$ cat src/rtl/fpe_pkg.sv
package fpe_pkg;

    localparam int XLEN   = 64;
    localparam int ADDR_W = 12;
    localparam int FLAG_W = 32;
    localparam int SEL_W  = 16;

    localparam logic [ADDR_W-1:0] ADR_SEL = 12'h174;
    localparam logic [ADDR_W-1:0] ADR_SP  = 12'h175;
    localparam logic [ADDR_W-1:0] ADR_IP  = 12'h176;

    localparam int FLAG_VM_BIT = 17;
    localparam int FLAG_IF_BIT = 9;

    localparam logic [SEL_W-1:0] RPL_CLEAR = 16'hFFFC;
    localparam logic [SEL_W-1:0] SS_STEP   = 16'd8;
    localparam logic [19:0]      FLAT_LIM  = 20'hFFFFF;

    typedef enum logic [1:0] {
        FK_NONE = 2'd0,
        FK_GP   = 2'd1,
        FK_UD   = 2'd2
    } fault_kind_e;

    typedef struct packed {
        logic       g;
        logic       db;
        logic       l;
        logic       p;
        logic [1:0] dpl;
        logic       s;
        logic [3:0] typ;
    } seg_attr_t;

    typedef struct packed {
        logic [SEL_W-1:0] sel;
        logic [31:0]      base;
        logic [19:0]      limit;
        seg_attr_t        attr;
    } seg_cache_t;

    function automatic logic [XLEN-1:0] upper_mask(input int unsigned from_bit);
        logic [XLEN-1:0] ones;
        ones = '1;
        return ones << from_bit;
    endfunction

    function automatic logic addr_is_canon(input logic [XLEN-1:0] a,
                                           input int unsigned va_w);
        logic [XLEN-1:0] m;
        m = upper_mask(va_w - 1);
        return ((a & m) == m) || ((a & m) == '0);
    endfunction

    function automatic logic [XLEN-1:0] sext_from(input logic [XLEN-1:0] a,
                                                  input int unsigned va_w);
        logic [XLEN-1:0] m;
        logic [XLEN-1:0] bitsel;
        m = upper_mask(va_w);
        bitsel = a >> (va_w - 1);
        return bitsel[0] ? (a | m) : (a & ~m);
    endfunction

    function automatic seg_cache_t build_code_cache(input logic [SEL_W-1:0] raw,
                                                    input logic long_mode);
        seg_cache_t c;
        c.sel       = raw & RPL_CLEAR;
        c.base      = '0;
        c.limit     = FLAT_LIM;
        c.attr.typ  = 4'd11;
        c.attr.s    = 1'b1;
        c.attr.dpl  = 2'd0;
        c.attr.p    = 1'b1;
        c.attr.l    = long_mode;
        c.attr.db   = ~long_mode;
        c.attr.g    = 1'b1;
        return c;
    endfunction

    function automatic seg_cache_t build_stack_cache(input logic [SEL_W-1:0] code_sel);
        seg_cache_t c;
        c.sel       = code_sel + SS_STEP;
        c.base      = '0;
        c.limit     = FLAT_LIM;
        c.attr.typ  = 4'd3;
        c.attr.s    = 1'b1;
        c.attr.dpl  = 2'd0;
        c.attr.p    = 1'b1;
        c.attr.l    = 1'b0;
        c.attr.db   = 1'b1;
        c.attr.g    = 1'b1;
        return c;
    endfunction

endpackage

$ cat src/rtl/fpe_msr_bank.sv
module fpe_msr_bank
    import fpe_pkg::*;
#(
    parameter int VA_W = 48
) (
    input  logic              clk,
    input  logic              rst,
    input  logic              wr_en,
    input  logic [ADDR_W-1:0] addr,
    input  logic [XLEN-1:0]   wdata,
    output logic [XLEN-1:0]   rdata,
    output logic              wr_err,
    output logic [XLEN-1:0]   sel_q,
    output logic [XLEN-1:0]   sp_q,
    output logic [XLEN-1:0]   ip_q
);

    logic hit_sel, hit_sp, hit_ip;
    logic canon_ok;

    always_comb begin
        hit_sel  = (addr == ADR_SEL);
        hit_sp   = (addr == ADR_SP);
        hit_ip   = (addr == ADR_IP);
        canon_ok = addr_is_canon(wdata, VA_W);
    end

    always_ff @(posedge clk) begin
        if (rst) begin
            sel_q  <= '0;
            sp_q   <= '0;
            ip_q   <= '0;
            wr_err <= 1'b0;
        end else begin
            wr_err <= 1'b0;
            if (wr_en) begin
                if (hit_sel) sel_q <= wdata;
                if (hit_sp || hit_ip) begin
                    if (!canon_ok) begin
                        wr_err <= 1'b1;
                    end else if (hit_sp) begin
                        sp_q <= wdata;
                    end else begin
                        ip_q <= wdata;
                    end
                end
            end
        end
    end

    always_comb begin
        if (hit_sel)     rdata = sel_q;
        else if (hit_sp) rdata = sp_q;
        else if (hit_ip) rdata = ip_q;
        else             rdata = '0;
    end

    a_r2_refused_keeps: assert property (@(posedge clk) disable iff (rst)
        wr_err |-> (sp_q == $past(sp_q)) && (ip_q == $past(ip_q)));

    a_r2_pointers_canon: assert property (@(posedge clk) disable iff (rst)
        addr_is_canon(sp_q, VA_W) && addr_is_canon(ip_q, VA_W));

    a_r2_err_single: assert property (@(posedge clk) disable iff (rst)
        wr_err |=> !wr_err || $past(wr_en));

endmodule

$ cat src/rtl/fpe_entry_guard.sv
module fpe_entry_guard
    import fpe_pkg::*;
(
    input  logic             lock_pfx,
    input  logic             prot_en,
    input  logic             real_mode,
    input  logic [SEL_W-1:0] sel_raw,
    output fault_kind_e      kind
);

    logic null_sel;

    always_comb begin
        null_sel = (sel_raw[SEL_W-1:2] == '0);
        if (lock_pfx)
            kind = FK_UD;
        else if (!prot_en || real_mode || null_sel)
            kind = FK_GP;
        else
            kind = FK_NONE;
    end

endmodule

$ cat src/rtl/fpe_arch_state.sv
module fpe_arch_state
    import fpe_pkg::*;
#(
    parameter int VA_W = 48
) (
    input  logic              clk,
    input  logic              rst,
    input  logic              req,
    input  fault_kind_e       kind,
    input  logic              lma,
    input  logic              sstk_user_en,
    input  logic              sstk_kern_en,
    input  logic              ibt_kern_en,
    input  logic [FLAG_W-1:0] rflags_in,
    input  logic [XLEN-1:0]   ssp_in,
    input  logic              ibt_track_in,
    input  logic              ibt_supp_in,
    input  logic [SEL_W-1:0]  sel_raw,
    input  logic [XLEN-1:0]   sp_cfg,
    input  logic [XLEN-1:0]   ip_cfg,
    output logic              ok_q,
    output logic              gp_q,
    output logic              ud_q,
    output logic [1:0]        cpl_q,
    output logic [FLAG_W-1:0] flags_q,
    output logic [XLEN-1:0]   rip_q,
    output logic [XLEN-1:0]   rsp_q,
    output seg_cache_t        cs_q,
    output seg_cache_t        ss_q,
    output logic [XLEN-1:0]   ssp_q,
    output logic [XLEN-1:0]   pl3_ssp_q,
    output logic              track_q,
    output logic              supp_q
);

    localparam logic [FLAG_W-1:0] FLAGS_RST = 32'h2;
    localparam logic [FLAG_W-1:0] CLR_MASK  =
        ~((FLAG_W'(1) << FLAG_VM_BIT) | (FLAG_W'(1) << FLAG_IF_BIT));

    seg_cache_t      cs_next, ss_next;
    logic [XLEN-1:0] rip_next, rsp_next, saved_ssp;

    always_comb begin
        cs_next  = build_code_cache(sel_raw, lma);
        ss_next  = build_stack_cache(cs_next.sel);
        rip_next = lma ? ip_cfg : {32'h0, ip_cfg[31:0]};
        rsp_next = lma ? sp_cfg : {32'h0, sp_cfg[31:0]};
        saved_ssp = lma ? sext_from(ssp_in, VA_W) : ssp_in;
    end

    always_ff @(posedge clk) begin
        if (rst) begin
            ok_q      <= 1'b0;
            gp_q      <= 1'b0;
            ud_q      <= 1'b0;
            cpl_q     <= 2'd3;
            flags_q   <= FLAGS_RST;
            rip_q     <= '0;
            rsp_q     <= '0;
            cs_q      <= '0;
            ss_q      <= '0;
            ssp_q     <= '0;
            pl3_ssp_q <= '0;
            track_q   <= 1'b0;
            supp_q    <= 1'b0;
        end else begin
            ok_q <= 1'b0;
            gp_q <= 1'b0;
            ud_q <= 1'b0;
            if (req) begin
                case (kind)
                    FK_UD: ud_q <= 1'b1;
                    FK_GP: gp_q <= 1'b1;
                    default: begin
                        ok_q    <= 1'b1;
                        cpl_q   <= 2'd0;
                        flags_q <= rflags_in & CLR_MASK;
                        rip_q   <= rip_next;
                        rsp_q   <= rsp_next;
                        cs_q    <= cs_next;
                        ss_q    <= ss_next;
                        if (sstk_user_en) pl3_ssp_q <= saved_ssp;
                        ssp_q   <= sstk_kern_en ? '0 : ssp_in;
                        track_q <= ibt_kern_en ? 1'b1 : ibt_track_in;
                        supp_q  <= ibt_kern_en ? 1'b0 : ibt_supp_in;
                    end
                endcase
            end
        end
    end

    a_r3_one_outcome: assert property (@(posedge clk) disable iff (rst)
        $onehot0({ok_q, gp_q, ud_q}));

    a_r4_fault_no_change: assert property (@(posedge clk) disable iff (rst)
        (gp_q || ud_q) |-> $stable(cpl_q) && $stable(rip_q) && $stable(rsp_q)
                           && $stable(cs_q) && $stable(flags_q));

    a_r5_entry_state: assert property (@(posedge clk) disable iff (rst)
        ok_q |-> (cpl_q == 2'd0) && !flags_q[FLAG_VM_BIT] && !flags_q[FLAG_IF_BIT]);

    a_r7_rpl_zero: assert property (@(posedge clk) disable iff (rst)
        ok_q |-> (cs_q.sel[1:0] == 2'b00) && (ss_q.sel[1:0] == 2'b00));

    a_r8_cs_flat: assert property (@(posedge clk) disable iff (rst)
        ok_q |-> (cs_q.base == '0) && (cs_q.attr.l != cs_q.attr.db));

    a_r11_ibt_wait: assert property (@(posedge clk) disable iff (rst)
        (req && kind == FK_NONE && ibt_kern_en) |=> track_q && !supp_q);

endmodule

$ cat src/rtl/fast_entry_loader.sv
module fast_entry_loader
    import fpe_pkg::*;
#(
    parameter int VA_W = 48
) (
    input  logic        clk,
    input  logic        rst,
    input  logic        cfg_we,
    input  logic [11:0] cfg_addr,
    input  logic [63:0] cfg_wdata,
    output logic [63:0] cfg_rdata,
    output logic        cfg_err,
    input  logic        entry_req,
    input  logic        lock_pfx,
    input  logic        prot_en,
    input  logic        real_mode,
    input  logic        lma,
    input  logic        sstk_user_en,
    input  logic        sstk_kern_en,
    input  logic        ibt_kern_en,
    input  logic [31:0] rflags_in,
    input  logic [63:0] ssp_in,
    input  logic        ibt_track_in,
    input  logic        ibt_supp_in,
    output logic        entry_ok,
    output logic        fault_gp,
    output logic        fault_ud,
    output logic [1:0]  cpl,
    output logic [31:0] rflags_out,
    output logic [63:0] rip,
    output logic [63:0] rsp,
    output logic [15:0] cs_sel,
    output logic [31:0] cs_base,
    output logic [19:0] cs_limit,
    output logic [10:0] cs_attr,
    output logic [15:0] ss_sel,
    output logic [31:0] ss_base,
    output logic [19:0] ss_limit,
    output logic [10:0] ss_attr,
    output logic [63:0] ssp_out,
    output logic [63:0] pl3_ssp,
    output logic        ibt_track,
    output logic        ibt_supp
);

    logic [XLEN-1:0] sel_q, sp_q, ip_q;
    fault_kind_e     kind;
    seg_cache_t      cs_q, ss_q;

    fpe_msr_bank #(.VA_W(VA_W)) u_bank (
        .clk    (clk),
        .rst    (rst),
        .wr_en  (cfg_we),
        .addr   (cfg_addr),
        .wdata  (cfg_wdata),
        .rdata  (cfg_rdata),
        .wr_err (cfg_err),
        .sel_q  (sel_q),
        .sp_q   (sp_q),
        .ip_q   (ip_q)
    );

    fpe_entry_guard u_guard (
        .lock_pfx  (lock_pfx),
        .prot_en   (prot_en),
        .real_mode (real_mode),
        .sel_raw   (sel_q[SEL_W-1:0]),
        .kind      (kind)
    );

    fpe_arch_state #(.VA_W(VA_W)) u_state (
        .clk          (clk),
        .rst          (rst),
        .req          (entry_req),
        .kind         (kind),
        .lma          (lma),
        .sstk_user_en (sstk_user_en),
        .sstk_kern_en (sstk_kern_en),
        .ibt_kern_en  (ibt_kern_en),
        .rflags_in    (rflags_in),
        .ssp_in       (ssp_in),
        .ibt_track_in (ibt_track_in),
        .ibt_supp_in  (ibt_supp_in),
        .sel_raw      (sel_q[SEL_W-1:0]),
        .sp_cfg       (sp_q),
        .ip_cfg       (ip_q),
        .ok_q         (entry_ok),
        .gp_q         (fault_gp),
        .ud_q         (fault_ud),
        .cpl_q        (cpl),
        .flags_q      (rflags_out),
        .rip_q        (rip),
        .rsp_q        (rsp),
        .cs_q         (cs_q),
        .ss_q         (ss_q),
        .ssp_q        (ssp_out),
        .pl3_ssp_q    (pl3_ssp),
        .track_q      (ibt_track),
        .supp_q       (ibt_supp)
    );

    always_comb begin
        cs_sel   = cs_q.sel;
        cs_base  = cs_q.base;
        cs_limit = cs_q.limit;
        cs_attr  = cs_q.attr;
        ss_sel   = ss_q.sel;
        ss_base  = ss_q.base;
        ss_limit = ss_q.limit;
        ss_attr  = ss_q.attr;
    end

    a_r3_ud_wins: assert property (@(posedge clk) disable iff (rst)
        (entry_req && lock_pfx) |=> fault_ud && !fault_gp);

    a_r4_gp_on_null: assert property (@(posedge clk) disable iff (rst)
        (entry_req && !lock_pfx && prot_en && !real_mode && cfg_rdata[15:2] == '0
         && cfg_addr == ADR_SEL) |=> fault_gp);

    a_r9_ss_flat: assert property (@(posedge clk) disable iff (rst)
        entry_ok |-> (ss_base == '0) && (ss_limit == 20'hFFFFF) && (ss_attr[3:0] == 4'd3));

endmodule

$ cat config.mk
export PLATFORM = sky130hd
export DESIGN_NAME = fast_entry_loader
export DESIGN_NICKNAME = d
export VERILOG_FILES = /design/src/rtl/fpe_pkg.sv /design/src/rtl/fpe_msr_bank.sv /design/src/rtl/fpe_entry_guard.sv /design/src/rtl/fpe_arch_state.sv /design/src/rtl/fast_entry_loader.sv
export SDC_FILE = /design/constraint.sdc
export NUM_CORES = 1
export LEC_CHECK = 0
export BUFFER_PORTS_ARGS = -buffer_cell sky130_fd_sc_hd__buf_4
export CORE_AREA = 3 3 273 275
export CTS_CLUSTER_DIAMETER = 120
export CTS_CLUSTER_SIZE = 20
export DETAILED_ROUTE_END_ITERATION = 8
export DIE_AREA = 0 0 276 278
export HOLD_SLACK_MARGIN = 0.12
export PLACE_DENSITY = 0.52
export SLEW_MARGIN = 20
export SYNTH_ARGS = -nofsm -noshare
export SYNTH_HDL_FRONTEND = slang
export SYNTH_HIERARCHICAL = 1
export SYNTH_SLANG_ARGS = --single-unit
export TNS_END_PERCENT = 30
$ cat constraint.sdc
create_clock -name clk -period 6.8 [get_ports clk]
set_clock_uncertainty 0.1 [all_clocks]
set_input_delay 1.02 -clock clk [delete_from_list [all_inputs] [get_ports clk]]
set_output_delay 1.02 -clock clk [all_outputs]
set_load 0.02 [all_outputs]
* After elaboration in Yosys (flattened, before gate mapping)
Cells that the tools add are included.
** Operators by class
- Add/sub/neg operators :: 1
- Eq/ne operators :: 6
- Mux-type cells :: 16
- Bitwise gates (word level) :: 6
- Reductions and logical operators :: 15
** Operator list (count)
- 2-to-1 mux 64 bit :: 8
- zero test 64 bit :: 1
- == test 12 x 9 -> 1 bit, second input constant :: 3
- == test 17 bit, second input constant :: 1
- adder 16 x 4 -> 16 bit, second input constant :: 1
- zero test 14 bit :: 1
- AND reduction 4 bit :: 2
- 2-to-1 mux 1 bit :: 7
- inverter 1 bit :: 6
- logical OR 1 bit :: 4
- AND reduction 2 bit :: 2
- OR reduction 2 bit :: 2
- AND reduction 3 bit :: 1
- OR reduction 3 bit :: 1
- == test 2 x 1 -> 1 bit, second input constant :: 1
- == test 2 bit, second input constant :: 1
- 2-to-1 mux 2 bit :: 1
- zero test 1 bit :: 1
** Word-level totals
- Bits in registers :: 522
- Input bits :: 185
- Output and inout port bits :: 518
- Word-level logic and storage cells :: 67

* Logic depth before layout (Yosys ltp)
- Word-level depth :: 9
- Gate-level depth with buffers :: 11

* Modules after synthesis
Netlist, hierarchy kept.
** By module, submodules not included
- fpe_arch_state :: times used 1, cells each 1559, area each 12659.6 um^2
- fpe_msr_bank :: times used 1, cells each 935, area each 8456.9 um^2
- fpe_entry_guard :: times used 1, cells each 8, area each 67.6 um^2

* Least setup slack after synthesis
OpenSTA, ideal clock, no wires.
- Path type :: input to output
- Start point :: input port cfg_addr[7]
- End point :: output port cfg_rdata[13]
- Arrival time :: 2.689 ns
- Data required time :: 5.680 ns
- Path slack :: 2.991 ns
- Stages on the path :: 7
- Path buffers :: 2
- Path through :: or4b_1 or2_2 nor2b_1 buf_2 clkbuf_1 a222oi_1 inv_1
** Between the ends
- Cells in the longest elaborated chain, start to end :: 4
- Elaborated cells between the ends (all ways) :: 6
- Those cells by class :: 3 x eq/ne; 3 x mux
** RTL lines
- start: declaration :: line fast_entry_loader.sv:9 : input logic [11:0] cfg_addr,
- == test 12 x 9 -> 1 bit :: line fpe_msr_bank.sv:24 : hit_ip = (addr == ADR_IP);
- 2-to-1 mux 64 bit :: line fpe_msr_bank.sv:54 : else if (hit_ip) rdata = ip_q;
- 2-to-1 mux 64 bit :: line fpe_msr_bank.sv:53 : else if (hit_sp) rdata = sp_q;
- 2-to-1 mux 64 bit (*) :: line fpe_msr_bank.sv:52 : if (hit_sel) rdata = sel_q;
- end: declaration :: line fast_entry_loader.sv:11 : output logic [63:0] cfg_rdata,
Mark *: on every way between the ends. The rest lies on a longest branch, timed or not.

* Worst setup path after layout
- Start point :: input port cfg_addr[7]
- End point :: output port cfg_rdata[29]
The elaborated chain is that of the path after synthesis.

==> out/summary.md <==
- 17400 — via count of the first global-routing pass
- 18300 — total via count in the routed design
- nand2_1 — count leader, synth
- 25.2% — P&R area growth vs syn
- 205 MHz — Fmax achieved
- 10300 µm² — Sequential Area
- 3117 — fin nets
- nand2_1, dfxtp_1, a21oi_1 — most used standard cells in the synthesized netlist
- 0 — count of unresolved DRC violations after routing
- 52700 µm — HPWL after detailed placement
- 113000 µm — first-pass GRT wire length
- 21200 µm² — netlist area before placement
- 0 — max-cap violation count
- 703 — I/O pin cnt
- 0.09 ns — clock-pin slew on the worst setup and hold paths
- 99 — number of placement rows
- 0 — count of antenna-violating nets left after detailed routing
- 3 — maximum count of clock buffers along a single path
- no — unrepaired setup endpoints after global routing
- 0 — number of flops mapped to enable cells by yosys
- dfxtp_1 — most area-hungry cell type in the Yosys netlist
- 276 µm — Die W
- buf_4 — CP dominant cell by count
- cfg_rdata[29] — last element of the critical path
- flop to flop — Hold WC Path Type
- dfxtp_1 — Top FF cell, synth
- 76700 µm² — Die ar.
- 29 — number of buffers created by CTS
- 0 — Hold Vio Cnt, Final
- 9000 µm² — area occupied by multi-input gates
- 3888 — Finished Layout Cells
- nor2b_4 — CP max stage cell
- 33 — worst-path fanout max
- 72600 µm² — area of the core region
- primary input to output port — critical path class
- dfxtp_1, nand2_1, a21oi_1 — cell types occupying the most area after synthesis
- 4.70 — detailed-route vias per instance
- 4.88 ns — post-route minimum period
- clkbuf_16 — cell at the root of the clock tree
- 3856 — # placed instances
- 46 — number of different library cells in the post-synthesis netlist
- 0 — CTS Hold Buffers Added
- done — CTS tree
- 1395 — drt initial violations
- 10.9 nW — leakage power figure
- 278 µm — die outline height
- 622 — number of buffers added on ports
- 18.8% — All-Layer GR Usage
- 3.22 ns — FF-to-FF setup slack
- 30.6% — relative slew slack
- 0.161 mV — Max VDD drop
- 71.7% — final worst-path cycle share
- 6 — YS warnings
- 170 — largest net degree at the start of global routing
- 48.7% — register area share after synthesis
- 0.60 ns — Clock Latency Late Sink
- buf_4 > or4b_1 > or2_2 > nor2b_4 > buf_12 > a222oi_1 > inv_1 > buf_4 — list of cells traversed by the critical path
- cfg_addr[7] — Crit. Startpoint
- output port — critical path endpoint category
- 3.76 ns — data arrival time of the critical path
- 209 nW/µm² — total power density per cell area
- u_bank/sel_q[6] — FF-to-FF Start
- 1.04 ns — slew at the pin closest to its max-slew limit
- 0 ns — total negative slack
- 0 — post-cts repair resize count
- 7682 — fill count
- 0 — global-route congestion overflow total
- 9 — number of search-and-repair iterations in the first detailed-routing pass
- 2502 — synthesized netlist cell count
- 24.2% — share of final-layout standard cells stronger than drive strength 1
- 0.812 — final weighted congestion of routability-driven global placement
- 8.47 µm² — synthesized area divided by synthesized cell count
- 0 — post-CTS setup repair buffer count
- 0 — Slew Viols, Final
- 29.2% — Starting Density
- 9 — R2R depth
- 48.7% — share of the synthesized area in the top cell type
- 1 — total number of H-tree levels
- 0.81 ns — delay of the slowest cell on the worst path
- 0% — FFs w/ async S/R, synth
- 515 — CTS sink cnt
- finished, final reports clean — status
- primary input — category of the worst setup path launch point
- 515 — post-synthesis register bit count
- 19.8 µm — WL per Instance
- 3 — antenna violations before repair
- 0 — final setup violation count
- 77000 µm — total wire length after detailed routing
- 5.68 ns — Crit path required time
- u_state/rsp_q[0] — FF-to-FF End
## power by group
| part | internal (mW) | switching [mW] |
|---|---|---|
| registers | 3.06 | 0.0267 |
| logic | 0.241 | 0.437 |
| clock network | 0.758 | 1.02 |
| total | 4.06 | 1.49 |
## routing by layer
metal | global-route usage, % | up-vias | routed length [µm]
met4 | 3.90 | 2 | 1520
met5 | 0 | - | 20
met1 | 23.1 | 8669 | 31900
li1 | - | 8978 | -
met2 | 31.9 | 573 | 36700
met3 | 6.33 | 62 | 6830
## layout make-up
class / count / area share [%]
multi-input combinational: 1665 / 33.9
clock buffer: 29 / 2.74
inverter: 69 / 0.976
timing repair buffer: 649 / 18.9
clock inverter: 1 / 0.0283
sequential: 515 / 38.9
tap: 959 / 4.52
antenna: 1 / 0.00943
## sequential cells by signal, summed over array words and instances, names as in the netlist, 14 cells and up
name,cells
u_bank/ip_q,64
u_bank/sel_q,64
u_bank/sp_q,64
u_state/pl3_ssp_q,64
u_state/rip_q,64
u_state/rsp_q,64
u_state/ssp_q,64
u_state/flags_q,30
u_state/cs_q,16
u_state/ss_q,14
## layout by cell type (no fill, tap or decap), types with 29 or more instances in the layout
master,count
a21oi_1,370
mux2i_1,94
buf_4,637
nand2_1,583
nor2_1,34
clkbuf_16,29
a222oi_1,64
inv_1,69
nand3b_1,66
nand3_1,66
conb_1,78
dfxtp_1,515
nand2b_1,174
## through the flow
step / util (%) / setup slack (ns) / cell area, µm² / power [mW] / hold slack [ns]
after CTS: 36.5 / 1.94 / 26500 / 5.65 / 0.356
after detailed placement: 35.5 / 1.95 / 25800 / 3.85 / 0.344
after floorplan: - / 2.99 / 21500 / 3.60 / 0.331
after global placement: 35.5 / 1.97 / 25800 / 3.85 / 0.340
after global routing: 36.6 / 1.86 / 26500 / 5.79 / 0.367
final: 36.6 / 1.92 / 26500 / 5.55 / 0.354
## how the worst min path moves through the flow
stage / from / to / slack (ns) / cells after the start
CTS: u_bank/sel_q[55] / u_bank/sel_q[55] / 0.36 / 2
floorplan: u_bank/sel_q[41] / u_bank/sel_q[41] / 0.33 / 2
detailed placement: u_bank/sel_q[44] / u_bank/sel_q[44] / 0.34 / 2
global route: u_state/ssp_q[63] / u_state/ssp_q[63] / 0.37 / 2
global placement: u_state/ssp_q[29] / u_state/ssp_q[29] / 0.34 / 2
finish: u_state/ssp_q[8] / u_state/ssp_q[8] / 0.35 / 2
## critical path, delay by kind of cell
family | cells | cell delay (ns)
AND/OR/NAND/NOR | 3 | 1.81
buffers and inverters | 4 | 0.65
AO/OA/AOI/OAI | 1 | 0.20
## logic make-up (layout without fill, tap and decap cells)
logic type                 count (synthesis)  count (layout)  synth area share (%)
and+or+nand+nor                          976             976                  21.8
buffers and inverters                    399             748                  10.5
AOI/OAI and AO/OA                        504             504                  14.1
adders and majority gates                  3               3                 0.177
other                                      1              79                0.0177
muxes                                     94              94                  4.44
xor gates and xnor gates                  10              10                 0.413
DFF                                      515             515                  48.7
No activity file was read; power rests on OpenSTA's default activity.
